==> src/rtl/simd_add_pkg.sv <==
package simd_add_pkg;

  localparam int SEG_W  = 12;
  localparam int N_SEG  = 4;
  localparam int WORD_W = SEG_W * N_SEG;

  localparam logic [6:0] SRC_XC = 7'b0110011;

  typedef enum logic [1:0] {
    LAYOUT_ONE  = 2'b00,
    LAYOUT_TWO  = 2'b01,
    LAYOUT_FOUR = 2'b10,
    LAYOUT_ALT4 = 2'b11
  } layout_e;

  // Segment i ends a lane when its bit is set.
  function automatic logic [N_SEG-1:0] lane_end_mask(input logic [1:0] mode);
    logic [N_SEG-1:0] m;
    m = '0;
    for (int i = 0; i < N_SEG; i++) begin
      case (mode)
        LAYOUT_ONE: m[i] = (i == N_SEG-1);
        LAYOUT_TWO: m[i] = (i % 2 == 1);
        default:    m[i] = 1'b1;
      endcase
    end
    return m;
  endfunction

  // Segment adder: returns {carry, sum}.
  function automatic logic [SEG_W:0] seg_add(input logic [SEG_W-1:0] x,
                                             input logic [SEG_W-1:0] z,
                                             input logic             cin);
    return {1'b0, x} + {1'b0, z} + {{SEG_W{1'b0}}, cin};
  endfunction

endpackage

==> src/rtl/simd_src_sel.sv <==
module simd_src_sel
  import simd_add_pkg::*;
#(
  parameter int HI_W = 30,
  parameter int LO_W = 18,
  localparam int W = HI_W + LO_W
) (
  input  logic [6:0]   src_sel_i,
  input  logic [HI_W-1:0] a_hi_i,
  input  logic [LO_W-1:0] b_lo_i,
  input  logic [W-1:0] c_i,
  output logic [W-1:0] x_o,
  output logic [W-1:0] z_o,
  output logic         active_o
);
  always_comb begin
    active_o = (src_sel_i == SRC_XC);
    x_o = active_o ? {a_hi_i, b_lo_i} : '0;
    z_o = active_o ? c_i : '0;
  end
endmodule

==> src/rtl/simd_lane_map.sv <==
module simd_lane_map
  import simd_add_pkg::*;
#(
  parameter int NS = N_SEG
) (
  input  logic [1:0]    mode_i,
  output logic [NS-1:0] lane_end_o,
  output logic [NS-1:0] pass_o
);
  always_comb begin
    lane_end_o = lane_end_mask(mode_i);
    pass_o     = '0;
    for (int i = 1; i < NS; i++) pass_o[i] = ~lane_end_o[i-1];
  end

  always_comb begin
    p_top_ends_r5: assert (lane_end_o[NS-1])
      else $error("top segment must close a lane");
    if (mode_i == LAYOUT_ONE) begin
      p_one_lane_r5: assert ($countones(lane_end_o) == 1)
        else $error("single layout must have one lane");
    end
    if (mode_i == LAYOUT_TWO) begin
      p_two_lane_r4: assert ($countones(lane_end_o) == 2)
        else $error("two-lane layout must have two lanes");
    end
  end
endmodule

==> src/rtl/simd_seg_add.sv <==
module simd_seg_add
  import simd_add_pkg::*;
(
  input  logic [SEG_W-1:0] x_i,
  input  logic [SEG_W-1:0] z_i,
  input  logic             cin_i,
  output logic [SEG_W-1:0] s_o,
  output logic             cout_o
);
  always_comb {cout_o, s_o} = seg_add(x_i, z_i, cin_i);

  always_comb begin
    if (x_i == '0 && z_i == '0 && !cin_i) begin
      p_zero_seg_r7: assert (s_o == '0 && !cout_o)
        else $error("zero segment gave nonzero result");
    end
  end
endmodule

==> src/rtl/simd_lane_adder.sv <==
module simd_lane_adder
  import simd_add_pkg::*;
#(
  parameter int HI_W = 30,
  parameter int LO_W = 18,
  localparam int W  = HI_W + LO_W,
  localparam int NS = W / SEG_W
) (
  input  logic [1:0]    mode_i,
  input  logic [6:0]    src_sel_i,
  input  logic [HI_W-1:0] a_hi_i,
  input  logic [LO_W-1:0] b_lo_i,
  input  logic [W-1:0]  c_i,
  output logic [W-1:0]  p_o,
  output logic [NS-1:0] co_o
);
  logic [W-1:0]  x, z;
  logic          active;
  logic [NS-1:0] lane_end, pass;

  simd_src_sel #(.HI_W(HI_W), .LO_W(LO_W)) u_src (
    .src_sel_i(src_sel_i), .a_hi_i(a_hi_i), .b_lo_i(b_lo_i), .c_i(c_i),
    .x_o(x), .z_o(z), .active_o(active)
  );

  simd_lane_map #(.NS(NS)) u_map (
    .mode_i(mode_i), .lane_end_o(lane_end), .pass_o(pass)
  );

  for (genvar i = 0; i < NS; i++) begin : g_seg
    logic             cin;
    logic             cout;
    logic [SEG_W-1:0] s;
    if (i == 0) begin : g_first
      assign cin = 1'b0;
    end else begin : g_next
      assign cin = g_seg[i-1].cout & pass[i];
    end
    simd_seg_add u_add (
      .x_i(x[i*SEG_W +: SEG_W]), .z_i(z[i*SEG_W +: SEG_W]),
      .cin_i(cin), .s_o(s), .cout_o(cout)
    );
    assign p_o[i*SEG_W +: SEG_W] = s;
    assign co_o[i] = cout & lane_end[i];
  end

  // Lane-level checks relate operands to outputs across separately built pieces.
  always_comb begin
    if (!active) begin
      p_idle_r6: assert (p_o == '0 && co_o == '0)
        else $error("idle source code produced output");
    end
    if (mode_i[1]) begin
      for (int k = 0; k < NS; k++) begin
        p_lane_sum_r2: assert ({co_o[k], p_o[k*SEG_W +: SEG_W]} ==
                               ({1'b0, x[k*SEG_W +: SEG_W]} + {1'b0, z[k*SEG_W +: SEG_W]}))
          else $error("four-lane sum wrong in lane %0d", k);
      end
    end
    if (mode_i == LAYOUT_TWO) begin
      p_two_sum_r4: assert ({co_o[1], p_o[23:0]} == ({1'b0, x[23:0]} + {1'b0, z[23:0]}) &&
                            {co_o[3], p_o[47:24]} == ({1'b0, x[47:24]} + {1'b0, z[47:24]}) &&
                            !co_o[0] && !co_o[2])
        else $error("two-lane sum wrong");
    end
    if (mode_i == LAYOUT_ONE) begin
      p_wide_sum_r5: assert ({co_o[NS-1], p_o} == ({1'b0, x} + {1'b0, z}) &&
                             co_o[NS-2:0] == '0)
        else $error("single-lane sum wrong");
    end
  end
endmodule

==> config.mk <==
export PLATFORM = sky130hd
export DESIGN_NAME = simd_lane_adder
export DESIGN_NICKNAME = d
export VERILOG_FILES = /design/src/rtl/simd_add_pkg.sv /design/src/rtl/simd_src_sel.sv /design/src/rtl/simd_lane_map.sv /design/src/rtl/simd_seg_add.sv /design/src/rtl/simd_lane_adder.sv
export SDC_FILE = /design/constraint.sdc
export NUM_CORES = 1
export LEC_CHECK = 0
export BUFFER_PORTS_ARGS = -buffer_cell sky130_fd_sc_hd__buf_2
export CORE_MARGIN = 4
export CORE_UTILIZATION = 52
export DETAILED_ROUTE_END_ITERATION = 6
export MAX_ROUTING_LAYER = met4
export PLACE_DENSITY = 0.91
export SETUP_SLACK_MARGIN = 0.02
export SLEW_MARGIN = 10
export SYNTH_ARGS = -nofsm -noshare
export SYNTH_HDL_FRONTEND = slang
export SYNTH_SLANG_ARGS = --single-unit
==> constraint.sdc <==
create_clock -name vclk -period 22.7
set_input_delay 4.54 -clock vclk [all_inputs]
set_output_delay 4.54 -clock vclk [all_outputs]
set_load 0.005 [all_outputs]
==> implementation parameters <==
Parameter                              Value

Hold path
  Class of the tightest hold or removal check    in2out
  WHS Path Cells    3
  Hold Crit Endpoint    co_o[2]
  Startpoint of the most critical hold path    mode_i[1]

GRT
  Overall routing resource usage    23.6%
  First-pass GRT wire length    14,100 um
  Total global routing overflow    0
  Number of antenna violations at the first check in global routing    0
  Vias in the first global route    3,355
  Pin count of the biggest net entering global routing    61

Synth
  Number of distinct library cell variants in the gate-level netlist after synthesis    59
  Area share of fa/ha/maj cells after synthesis    23.8%
  Net count after synthesis    573
  Cell area after synthesis    0.00295 mm2
  Number of warnings printed during yosys synthesis    0
  Area fraction in compound gates after synthesis    23.3%
  Share of synthesized area spent on multiplexers    0.678%
  Synth Area per Inst    7.10 um2
  Post-synthesis xor/xnor area fraction    9.49%
  Synthesized instance count    416
  Dominant combinational cell family by area after synthesis    simple AND/OR/NAND/NOR gates
  Post-synthesis simple-gate area fraction    38.8%
  Sequential-to-total area share from yosys stat    0%

Setup path
  Critical Path End Type    output port
  Endpoint arrival time on the critical path    12,160 ps
  Cell mode on critical path    sky130_fd_sc_hd__fa_1
  Cell family with the largest share of critical-path delay    compound AO/OA/AOI/OAI gates
  Delay of the slowest cell on the worst path    490 ps
  Critical path class    in2out
  Instance count on the critical path    31
  WP buf/inv    3
  Type of element launching the critical path    input port
  Slowest-stage cell, CP    sky130_fd_sc_hd__or4_1
  WP data required    18,160 ps
  Critical-path maximum fanout    60

Timing
  Fin crit period    16,700 ps
  Total negative slack    0 ps
  Slew Limit Headroom    67.4%
  Setup repair after global routing missed its margin    no
  Slew of the pin with the lowest slew margin    476 ps
  Final hold slack    9480 ps
  Peak clock frequency supported by timing    0.0599 GHz
  Number of failing setup endpoints in the final timing report    0
  Count of final max-slew check failures    0
  Hold Fails Final Rpt    0
  Final worst path period share    73.6%

Detailed routing
  Via total after detailed routing    3,467
  Violation count after the first detailed-route iteration    102
  Iteration count of the initial detailed-routing pass    5
  Total DRC errors in the routed layout    0
  Routed length per placed instance    13.6 um
  Wire length after detailed routing    8540 um
  Remaining antenna violation count    0
  Number of vias per cell    5.51

Floorplan
  Number of core rows    27
  Total I/O pin count    157
  Floorplan core area    0.00551 mm2
  Die outline area    0.00695 mm2
  Die span in y    83.4 um
  Initial standard-cell utilization of the core    53.6%
  DIE WIDTH    83.4 um

Clock network
  Hold buffers post-CTS    0
  Post-CTS sizing    0
  Setup Fix Bufs, Post-CTS    0

Placement
  Estimated wirelength of the detail-placed design    7450 um
  Gp weighted congestion    0.935
  Number of I/O port buffers    157

Layout
  Fill cells    505
  Final net count    716
  Fraction of layout instances using a drive strength above 1    30.7%
  Sequential cell area    0 um2
  Antenna cells    0
  Area overhead of the layout relative to synthesis    27.8%
  Layout clock buffer count    0
  Layout sequential cell count    0

Power and ir drop
  Total power divided by cell area    3.28 mW/mm2
  Leakage power total    2.23 nW
  Maximum vdd drop    0.00328 mV

Status
  Run status    finished clean

Flow run
  Max-cap violation count    0
## cells in the final DEF (no fill, tap or decap), types with 3 or more instances in the layout
master | Yosys | final
sky130_fd_sc_hd__fa_1 | 7 | 7
sky130_fd_sc_hd__nor2_1 | 33 | 33
sky130_fd_sc_hd__o21a_1 | 6 | 6
sky130_fd_sc_hd__nor2b_1 | 5 | 5
sky130_fd_sc_hd__o21ai_0 | 12 | 12
sky130_fd_sc_hd__nand3_1 | 9 | 9
sky130_fd_sc_hd__xnor2_1 | 24 | 24
sky130_fd_sc_hd__and2_1 | 94 | 94
sky130_fd_sc_hd__o31ai_1 | 3 | 3
sky130_fd_sc_hd__or3_1 | 3 | 3
sky130_fd_sc_hd__buf_2 | 0 | 157
sky130_fd_sc_hd__o211ai_1 | 5 | 5
sky130_fd_sc_hd__a211oi_1 | 3 | 3
sky130_fd_sc_hd__nand2b_1 | 6 | 6
sky130_fd_sc_hd__nor3_1 | 13 | 13
sky130_fd_sc_hd__inv_1 | 10 | 10
sky130_fd_sc_hd__nor4_1 | 3 | 3
sky130_fd_sc_hd__a21o_1 | 13 | 13
sky130_fd_sc_hd__a2111oi_0 | 3 | 3
sky130_fd_sc_hd__nand2_1 | 18 | 18
sky130_fd_sc_hd__ha_1 | 45 | 45
sky130_fd_sc_hd__or2_2 | 3 | 3
sky130_fd_sc_hd__a31oi_1 | 4 | 4
sky130_fd_sc_hd__and3_1 | 5 | 5
sky130_fd_sc_hd__xor2_1 | 8 | 8
sky130_fd_sc_hd__a21oi_1 | 22 | 22
sky130_fd_sc_hd__nand4_1 | 4 | 4
## worst min-delay path, cell delays in order
cell and delay [ps]:
sky130_fd_sc_hd__buf_2 150, sky130_fd_sc_hd__and2_1 130, sky130_fd_sc_hd__buf_2 120
## layer usage
layer,vias up,global-route usage (%),share of wire (%)
li1,1775,-,-
met1,1540,26.9,42
met2,142,44.1,49
met3,10,3.97,8.0
met4,0,2.67,0.92
met5,-,-,0
## report_power, final
part / internal, W / switching (W) / leakage (nW)
combinational: 0.00000800 / 0.00000436 / 2.23
clock: 0 / 0 / 0
sequential: 0 / 0 / 0
total: 0.00000800 / 0.00000436 / 2.23
## cell type report
type | count | area (um2) | share of cell area [%]
multi-input combinational | 388 | 2850 | 75.4
timing repair buffer | 159 | 801 | 21.2
tap | 72 | 90.1 | 2.39
inverter | 10 | 37.5 | 0.994
## kinds of logic after synthesis
group           count (synthesis)
buf+inv                        28
simple gates                  204
compound gates                 98
fa+ha+maj                      52
mux                             2
xor+xnor                       32
## worst max-delay path by stage
stage	endpoint	start	slack, ps
3_3_place_gp	p_o[45]	src_sel_i[6]	6290
2_1_floorplan	co_o[3]	src_sel_i[6]	6990
3_5_place_dp	p_o[45]	src_sel_i[6]	6000
6_report	p_o[45]	src_sel_i[6]	6000
5_1_grt	p_o[45]	src_sel_i[6]	5430
4_1_cts	p_o[45]	src_sel_i[6]	5980
## through the flow
step	instance area [um2]	util, %	std cells	setup slack [ps]	power (W)
floorplan	2950	-	416	6990	0.00000263
global placement	3770	68.6	629	6290	0.0000122
detailed placement	3770	68.6	629	6000	0.0000124
CTS	3770	68.6	629	5980	0.0000124
global route	3770	68.6	629	5430	0.0000138
finish	3770	68.6	629	6000	0.0000124
## synth_stat cells, drive strengths merged, types with 3 or more instances
master | n | share of area (%)
a2111oi | 4 | 1.4
a211oi | 5 | 1.6
a21o | 14 | 3.6
a21oi | 23 | 4.0
a31o | 3 | 0.89
a31oi | 4 | 0.85
and2 | 94 | 20
and3 | 5 | 1.1
clkbuf | 16 | 2.2
fa | 7 | 4.7
ha | 45 | 19
inv | 10 | 1.3
nand2 | 18 | 2.3
nand2b | 6 | 1.3
nand3 | 9 | 1.5
nand4 | 4 | 0.85
nor2 | 33 | 4.2
nor2b | 5 | 1.1
nor3 | 13 | 2.2
nor4 | 3 | 0.64
o211ai | 5 | 1.3
o21a | 6 | 1.5
o21ai | 14 | 2.4
o31ai | 3 | 0.76
or2 | 3 | 0.64
or3 | 3 | 0.64
xnor2 | 24 | 7.1
xor2 | 8 | 2.4
No activity file was read; power rests on OpenSTA's default activity.
